===== src/rtl/tick_pkg.sv =====
package tick_pkg;
   typedef enum logic [1:0] {
      TM_OFF  = 2'd0,
      TM_WRAP = 2'd1,
      TM_HALT = 2'd2,
      TM_FREE = 2'd3
   } tick_mode_e;
endpackage


===== src/rtl/tick_match.sv =====
module tick_match #(
   parameter int PERIOD_W = 28,
   parameter int SLICE_W  = 7
) (
   input  logic [PERIOD_W-1:0] cnt_low,
   input  logic [PERIOD_W-1:0] period,
   input  logic                active,
   output logic                hit
);
   localparam int NSLICE = PERIOD_W / SLICE_W;

   initial begin
      if (PERIOD_W % SLICE_W != 0)
         $error("tick_match: PERIOD_W must be a multiple of SLICE_W");
   end

   logic [NSLICE-1:0] slice_eq;

   for (genvar s = 0; s < NSLICE; s++) begin : g_slice
      assign slice_eq[s] = (cnt_low[s*SLICE_W +: SLICE_W] == period[s*SLICE_W +: SLICE_W]);
   end

   assign hit = active && (&slice_eq);
endmodule


===== src/rtl/tick_ctrl_reg.sv =====
module tick_ctrl_reg #(
   parameter int CNT_W    = 32,
   parameter int PERIOD_W = 28
) (
   input  logic                clk,
   input  logic                rst_n,
   input  logic                wr,
   input  logic [CNT_W-1:0]    wdata,
   input  logic                hit,
   output logic [CNT_W-1:0]    ctrl_q,
   output tick_pkg::tick_mode_e mode,
   output logic                ie,
   output logic                pending,
   output logic [PERIOD_W-1:0] period
);
   localparam int PEND_BIT = PERIOD_W;
   localparam int IE_BIT   = PERIOD_W + 1;
   localparam int MODE_LO  = PERIOD_W + 2;

   logic            set_pend;
   logic [CNT_W-1:0] ctrl_d;

   assign mode     = tick_pkg::tick_mode_e'(ctrl_q[MODE_LO +: 2]);
   assign ie       = ctrl_q[IE_BIT];
   assign pending  = ctrl_q[PEND_BIT];
   assign period   = ctrl_q[PERIOD_W-1:0];
   assign set_pend = hit && ie;

   always_comb begin
      ctrl_d = ctrl_q;
      if (wr) ctrl_d = wdata;
      if (set_pend) ctrl_d[PEND_BIT] = 1'b1;
   end

   always_ff @(posedge clk or negedge rst_n) begin
      if (!rst_n) ctrl_q <= '0;
      else        ctrl_q <= ctrl_d;
   end

   // an enabled match raises pending on the next edge
   assert_match_sets_pend_R6: assert property (@(posedge clk) disable iff (!rst_n)
      (hit && ie) |=> pending);

   // a match with enable clear never raises pending by itself
   assert_no_pend_without_ie_R6: assert property (@(posedge clk) disable iff (!rst_n)
      (!pending && !ie && !wr) |=> !pending);

   // pending is sticky unless a write clears it
   assert_pend_sticky_R7: assert property (@(posedge clk) disable iff (!rst_n)
      (pending && !(wr && !wdata[PEND_BIT])) |=> pending);
endmodule


===== src/rtl/tick_count.sv =====
module tick_count #(
   parameter int CNT_W = 32
) (
   input  logic                 clk,
   input  logic                 rst_n,
   input  logic                 wr_cnt,
   input  logic                 wr_mode,
   input  logic [CNT_W-1:0]     wdata,
   input  tick_pkg::tick_mode_e new_mode,
   input  tick_pkg::tick_mode_e mode,
   input  logic                 hit,
   output logic [CNT_W-1:0]     cnt_q
);
   import tick_pkg::*;

   logic [CNT_W-1:0] cnt_d;

   always_comb begin
      cnt_d = cnt_q;
      if (wr_cnt)                                cnt_d = wdata;
      else if (wr_mode && new_mode == TM_WRAP)   cnt_d = '0;
      else if (mode == TM_OFF)                   cnt_d = cnt_q;
      else if (hit && mode == TM_WRAP)           cnt_d = '0;
      else if (hit && mode == TM_HALT && !wr_mode) cnt_d = cnt_q;
      else                                       cnt_d = cnt_q + 1'b1;
   end

   always_ff @(posedge clk or negedge rst_n) begin
      if (!rst_n) cnt_q <= '0;
      else        cnt_q <= cnt_d;
   end

   // off mode holds the count when nothing is written
   assert_off_holds_R2: assert property (@(posedge clk) disable iff (!rst_n)
      (mode == TM_OFF && !wr_cnt && !wr_mode) |=> $stable(cnt_q));

   // wrap mode returns to zero after a match
   assert_wrap_zero_R4: assert property (@(posedge clk) disable iff (!rst_n)
      (hit && mode == TM_WRAP && !wr_cnt) |=> (cnt_q == '0));

   // halt mode freezes on a match
   assert_halt_holds_R5: assert property (@(posedge clk) disable iff (!rst_n)
      (hit && mode == TM_HALT && !wr_cnt && !wr_mode) |=> $stable(cnt_q));

   // a mode write selecting wrap clears the count
   assert_wrap_write_clears_R9: assert property (@(posedge clk) disable iff (!rst_n)
      (wr_mode && new_mode == TM_WRAP) |=> (cnt_q == '0));

   // a count write loads the data
   assert_load_R10: assert property (@(posedge clk) disable iff (!rst_n)
      wr_cnt |=> (cnt_q == $past(wdata)));

   // free-run steps by one when not written
   assert_free_step_R3: assert property (@(posedge clk) disable iff (!rst_n)
      (mode == TM_FREE && !wr_cnt && !wr_mode) |=> (cnt_q == $past(cnt_q) + 1'b1));
endmodule


===== src/rtl/tick_timer.sv =====
module tick_timer #(
   parameter int CNT_W    = 32,
   parameter int PERIOD_W = 28,
   parameter int SLICE_W  = 7
) (
   input  logic             clk,
   input  logic             rst_n,
   input  logic             reg_we,
   input  logic             reg_sel,
   input  logic [CNT_W-1:0] reg_wdata,
   output logic [CNT_W-1:0] reg_rdata,
   input  logic             exc_en,
   output logic             tick_req
);
   import tick_pkg::*;

   localparam int MODE_LO = PERIOD_W + 2;

   initial begin
      if (CNT_W != PERIOD_W + 4)
         $error("tick_timer: CNT_W must equal PERIOD_W + 4");
   end

   logic                wr_cnt, wr_mode, hit, ie, pending;
   logic [CNT_W-1:0]    cnt_q, ctrl_q;
   logic [PERIOD_W-1:0] period;
   tick_mode_e          mode, new_mode;

   assign wr_cnt   = reg_we && !reg_sel;
   assign wr_mode  = reg_we &&  reg_sel;
   assign new_mode = tick_mode_e'(reg_wdata[MODE_LO +: 2]);

   tick_match #(.PERIOD_W(PERIOD_W), .SLICE_W(SLICE_W)) u_match (
      .cnt_low (cnt_q[PERIOD_W-1:0]),
      .period  (period),
      .active  (mode != TM_OFF),
      .hit     (hit)
   );

   tick_ctrl_reg #(.CNT_W(CNT_W), .PERIOD_W(PERIOD_W)) u_ctrl (
      .clk     (clk),
      .rst_n   (rst_n),
      .wr      (wr_mode),
      .wdata   (reg_wdata),
      .hit     (hit),
      .ctrl_q  (ctrl_q),
      .mode    (mode),
      .ie      (ie),
      .pending (pending),
      .period  (period)
   );

   tick_count #(.CNT_W(CNT_W)) u_count (
      .clk      (clk),
      .rst_n    (rst_n),
      .wr_cnt   (wr_cnt),
      .wr_mode  (wr_mode),
      .wdata    (reg_wdata),
      .new_mode (new_mode),
      .mode     (mode),
      .hit      (hit),
      .cnt_q    (cnt_q)
   );

   assign reg_rdata = reg_sel ? ctrl_q : cnt_q;
   assign tick_req  = pending && exc_en;

   // the request is never raised while the external enable is low
   assert_req_gated_R8: assert property (@(posedge clk) disable iff (!rst_n)
      !exc_en |-> !tick_req);

   // a mode write reads back its period field on the next cycle
   assert_period_readback_R1: assert property (@(posedge clk) disable iff (!rst_n)
      wr_mode |=> (period == $past(reg_wdata[PERIOD_W-1:0])));
endmodule


===== config.mk =====
export PLATFORM = sky130hd
export DESIGN_NAME = tick_timer
export DESIGN_NICKNAME = d
export VERILOG_FILES = /design/src/rtl/tick_pkg.sv /design/src/rtl/tick_match.sv /design/src/rtl/tick_ctrl_reg.sv /design/src/rtl/tick_count.sv /design/src/rtl/tick_timer.sv
export SDC_FILE = /design/constraint.sdc
export NUM_CORES = 1
export LEC_CHECK = 0
export BUFFER_PORTS_ARGS = -buffer_cell sky130_fd_sc_hd__buf_2
export CORE_MARGIN = 5
export CORE_UTILIZATION = 45
export CTS_CLUSTER_DIAMETER = 80
export CTS_CLUSTER_SIZE = 28
export DETAILED_ROUTE_END_ITERATION = 7
export HOLD_SLACK_MARGIN = 0.08
export PLACE_DENSITY = 0.75
export SETUP_SLACK_MARGIN = 0.3
export SYNTH_ARGS = -nofsm -noshare
export SYNTH_HDL_FRONTEND = slang
export SYNTH_SLANG_ARGS = --single-unit

===== constraint.sdc =====
create_clock -name clk -period 2.25 [get_ports clk]
set_clock_uncertainty 0.15 [all_clocks]
set_input_delay 0.1125 -clock clk [delete_from_list [all_inputs] [get_ports clk]]
set_output_delay 0.1125 -clock clk [all_outputs]
set_load 0.005 [all_outputs]

**Word level (Yosys, flattened, before mapping)**

Cells that the tools add are included.

- Bits in registers: 64
- Latch bits: 0
- Bits in writable memories: 0
- Memory bits (read-only): 0
- Input port bits: 37
- Output and inout port bits: 33
- Logic and storage cells: 37
- Memories kept: 0

- Add/subtract/negate cells: 1
- Multipliers: 0
- Div/mod/pow operators: 0
- Magnitude comparators: 0
- Eq/ne operators: 9
- Shift operators: 0
- Muxes and demuxes: 8
- Bitwise logic cells: 0
- Reduce and logical (&&, ||, !) cells: 16

Operator list:

| cell | number |
|---|---|
| $mux W32 | 6 |
| $add A32 B1 Y32 const B | 1 |
| $mux W29 | 1 |
| $eq A7 B7 Y1 | 4 |
| $logic_and A1 B1 Y1 | 9 |
| $eq A2 B1 Y1 const B | 2 |
| $ne A4 B1 Y1 const B | 1 |
| $reduce_and A4 Y1 | 1 |
| $reduce_bool A2 Y1 | 2 |
| $ne A3 B1 Y1 const B | 1 |
| $eq A2 B2 Y1 const B | 1 |
| $logic_not A1 Y1 | 2 |
| $logic_not A2 Y1 | 1 |
| $reduce_and A2 Y1 | 1 |
| $mux W1 | 1 |

**Logic depth before layout (Yosys ltp)**

- Depth after elaboration: 10
- Mapped depth: 9
- Mapped depth without buffers: 7

**By module**

From an unflattened synthesis, not the netlist that was laid out.

- Cells, all modules: 420
- Area, all modules: 4456.8 µm²

Modules (own cells, without submodules):

| module | times used | cells each | area an instance (µm²) | sequential area each (µm²) |
|---|---|---|---|---|
| tick_count | 1 | 241 | 2129.5 | 800.8 |
| tick_ctrl_reg | 1 | 101 | 1458.9 | 800.8 |
| tick_timer | 1 | 40 | 556.8 | 0.0 |
| tick_match | 1 | 38 | 311.5 | 0.0 |

**Worst setup path after synthesis**

No wires, ideal clock.

- Path kind: register -> register
- Start point: reg u_count.cnt_q[8]
- End point: reg u_count.cnt_q[6]
- Setup time: 0.121 ns
- Data arrival time: 2.017 ns
- Required time: 1.979 ns
- Slack: -0.038 ns
- Stages on the path, launching flop included: 10
- Path buffers: 3
- Clock period less this slack: 2.288 ns
- Cells stage by stage: dfrtp_1 buf_6 xnor2_2 nand4_1 or4_4 o21a_1 buf_6 buf_6 a22o_1 a22o_1

- Word-level cells in the longest chain between the ends: 8
- Elaborated cells on any way between the ends: 12
- Those cells by class: eq/ne: 2; mux: 4; reduce/logical: 6

Ends and longest elaborated chain:

| element | line | text |
|---|---|---|
| start: declaration | tick_count.sv:12 | `output logic [CNT_W-1:0] cnt_q` |
| start signal: assignment | tick_count.sv:30 | `else cnt_q <= cnt_d;` |
| $eq A7 B7 Y1 (*) | tick_match.sv:20 | `assign slice_eq[s] = (cnt_low[s*SLICE_W +: SLICE_W] == period[s*SLICE_W +: SLICE_W]);` |
| $reduce_and A4 Y1 (*) | tick_match.sv:23 | `assign hit = active && (&slice_eq);` |
| $logic_and A1 B1 Y1 (*) | tick_match.sv:23 |  |
| $logic_and A1 B1 Y1 | tick_count.sv:23 | `else if (hit && mode == TM_WRAP) cnt_d = '0;` |
| $mux W32 | tick_count.sv:23 |  |
| $mux W32 | tick_count.sv:22 | `else if (mode == TM_OFF) cnt_d = cnt_q;` |
| $mux W32 | tick_count.sv:21 | `else if (wr_mode && new_mode == TM_WRAP) cnt_d = '0;` |
| $mux W32 | tick_count.sv:20 | `if (wr_cnt) cnt_d = wdata;` |

Every way passes the cells marked *; elsewhere a longest branch is shown, timed or not. The select of a mux whose other input is x is not followed.
A chain may end at the register's enable or synchronous reset.

**Worst setup path in the final report**

- Start point: reg u_ctrl.ctrl_q[0]
- End point: reg u_count.cnt_q[2]

- Word-level cells in the longest chain between the ends: 8
- Elaborated cells on any way between the ends: 12
- Those cells by class: eq/ne: 2; mux: 4; reduce/logical: 6

Ends and longest elaborated chain:

| element | line | text |
|---|---|---|
| start: declaration | tick_ctrl_reg.sv:10 | `output logic [CNT_W-1:0] ctrl_q,` |
| start signal: assignment | tick_ctrl_reg.sv:37 | `else ctrl_q <= ctrl_d;` |
| $eq A7 B7 Y1 (*) | tick_match.sv:20 |  |
| $reduce_and A4 Y1 (*) | tick_match.sv:23 |  |
| $logic_and A1 B1 Y1 (*) | tick_match.sv:23 |  |
| $logic_and A1 B1 Y1 | tick_count.sv:23 |  |
| $mux W32 | tick_count.sv:23 |  |
| $mux W32 | tick_count.sv:22 |  |
| $mux W32 | tick_count.sv:21 |  |
| $mux W32 | tick_count.sv:20 |  |

Marks and branches as above.

==> metrics.cfg <==
[status]
status = complete, but fails checks
violations = negative setup slack

[clock_network]
insertion_delay_ns = 0.35
clockBufferDepth = 2
cts_sinks = 64
cts-root-buf = clkbuf_8
tritoncts = done
htreeDepth = 3
cts.clk_slew.worst_paths_ns = 0.07
cts_buffers = 9

[worst_setup_path]
r2r_cells = 8
r2r_end = u_count.cnt_q[2]
required_ns = 2.33
cp-start-kind = register
crit_family = simple AND/OR/NAND/NOR gates
worst-path-buf-inv = 2
reg2reg_setup_slack_ns = -0.22
crit_arrival_ns = 2.55
max_stage_delay_ns = 0.56
critPathKind = reg2reg
crit_path_top_delay_cell = or4_4
path_depth = 8
critPathMaxFanout = 8
crit_start = u_ctrl.ctrl_q[0]
critPathCapture = u_count.cnt_q[2]
worstPathCellList = xnor2_2 -> nand4_1 -> or4_4 -> buf_6 -> o21ai_4 -> buf_4 -> o21ai_1 -> a221o_1
rr_startpoint = u_ctrl.ctrl_q[0]
end_kind = register

[placed_design]
place_ws_ns = -0.223
port_buffers = 69
place.gp.congestion = 0.912
hpwl_mm = 8.82

[routing]
dr.pass1.iters = 5
vias_per_cell = 5.83
drt-total-wl_mm = 13.1
wl_per_cell_um = 18.6
drtIter0Drc = 340
vias = 4127
postRouteAntennaNets = 0
drc = 0

[sta]
setup_violations = 32
fin_crit_sh = 1.10
worst_slew_pin_slew_ns = 0.775
hold_violations = 0
timing.fmax_mhz = 405
relSlewSlack = 0.481
finalMaxSlewViolations = 0
tns_ns = -3.71
holdWs_ns = 0.113
post-route-min-period_ns = 2.47
rsz0062_at_grt = yes
layout_setup_ws_ns = -0.218

[grt]
grt_max_degree = 65
antenna_found_initial = 0
grt_usage = 0.231
grt.overflow.total = 0
grt_first_pass_wirelength_mm = 20.5
first_global_vias = 4163

[power_and_ir_drop]
clkPwrFrac = 0.200
power_w = 0.00415
ir_drop_uv = 427
p_leak_nw = 2.61
switching_power_w = 0.00147
pwr-share-seq = 0.376
p_per_area_nw_per_um2 = 716
netSwitchingFraction = 0.354
p_comb_frac = 0.424
p_int_w = 0.00268

[run]
maxCapViolCount = 0

[die]
num_rows = 34
start_util = 0.460
io_pins = 70
die_y_um = 104
coreArea_um2 = 8720
die_x_um = 104
die_area_um2 = 10900

[final_layout]
antennaDiodeCount = 0
area_growth_pct = 44.6
layout-drive-gt1-share = 0.432
fin_util = 0.665
layout_commonest_cell = buf_4
final_cell_mix = buf_4, buf_2, dfrtp_1
finalNetCount = 634

[yosys]
yosysWarnings = 0
synthFlopType = dfrtp_1
yosysSeqAreaShare = 0.399
ys_ff_latch = 64
synth.distinct_cells = 50
synth.cell_area_um2 = 4010
postSynthCellCount = 416
ys_async_sr_fraction = 1.00
avgSynthCellArea_um2 = 9.65
syn_nets = 454
synth_edf_count = 0

[hold_path]
hold_class = in2reg

## sequential cells by signal, indices dropped and copies added, names as in the netlist
register / cells
u_count.cnt_q: 32
u_ctrl.ctrl_q: 32
## metrics by stage
stage	std cells	area [um2]
after floorplan	416	4040
after global placement	654	5080
after global routing	708	5800
after CTS	705	5640
after detailed placement	654	5080
final	708	5800
## logic make-up (layout without fill, tap and decap cells)
kind of cell,Yosys count,after routing,share of synthesized area
multiplexers,49,49,0.138
buffers and inverters,46,230,0.0574
flip-flops,64,64,0.399
AND/OR/NAND/NOR,120,120,0.149
AO/OA/AOI/OAI,108,108,0.187
XOR/XNOR,28,28,0.0667
adder cells (fa/ha/maj),1,1,0.00312
## area by class of cell
type	count	area, um2
well taps	108	135
clock inverters	1	5.00
clock buffers	14	143
inverters	15	56.3
flip-flops and latches	64	1600
multi-input cells	306	2350
fillers	650	2920
repair buffers	200	1510
## metal layers
layer	wire [um]	GRT usage	vias to the layer above
met5	0	0	-
li1	-	-	1898
met1	5390	0.285	2024
met2	6670	0.402	162
met3	672	0.0341	43
met4	405	0.0934	0
## power groups by stage
stage                     Clock [W]  Combinational (W)  Sequential [W]
after global placement            0            0.00153         0.00155
final                      0.000832            0.00176         0.00156
after global routing       0.000896            0.00189         0.00159
after floorplan                   0           0.000820         0.00158
after detailed placement          0            0.00158         0.00156
after CTS                  0.000819            0.00166         0.00154
## timing repair
| action | in CTS | in global routing |
|---|---|---|
| setup endpoints to repair | 32 | 32 |
| hold endpoints to repair | 128 | 0 |
| hold buffers | 34 | 0 |
| buffers inserted | 2 | 3 |
| gates resized for setup | 13 | 27 |
| pin swaps | 3 | 14 |
## cells in the mapped netlist (2+ instances only)
library cell	number	area, um2
dfrtp_1	64	1600
mux2_2	49	552
nand2_1	43	161
o21ai_0	28	140
nand3_1	16	80.1
xor2_1	16	140
inv_1	15	56.3
nor2_1	14	52.6
clkbuf_1	13	48.8
nand4_1	13	81.3
nor4_1	13	81.3
a21oi_1	11	55.1
xnor2_1	9	78.8
a21o_1	8	60.1
o22ai_1	8	50.1
a221o_1	7	70.1
nor3_1	7	35.0
buf_2	6	30.0
o2bb2ai_1	6	52.6
o31a_1	6	52.6
a22o_1	5	43.8
and2_1	5	31.3
buf_6	5	56.3
o31ai_1	5	37.5
a22oi_1	4	30.0
a32oi_1	4	35.0
buf_1	3	11.3
buf_4	3	22.5
o21a_1	3	22.5
xnor2_2	3	48.8
a211o_1	2	17.5
a31oi_1	2	12.5
and4_1	2	17.5
nor3_2	2	20.0
## worst min-delay path by stage
| stage | depth (start not counted) | slack (ns) | startpoint | end |
|---|---|---|---|---|
| detailed placement | 2 | 0.008 | rst_n | u_count.cnt_q[31] |
| global placement | 2 | 0.002 | rst_n | u_ctrl.ctrl_q[27] |
| global route | 4 | 0.12 | reg_sel | u_ctrl.ctrl_q[28] |
| finish | 4 | 0.11 | reg_sel | u_ctrl.ctrl_q[28] |
| floorplan | 0 | -0.33 | rst_n | u_count.cnt_q[0] |
| CTS | 4 | 0.12 | reg_sel | u_count.cnt_q[30] |
## tightest hold or removal path: stages
cell and delay [ns]:
buf_2 0.13, buf_4 0.18, nand3_1 0.09, nand3_1 0.06
(Power assumes the default switching activity.)
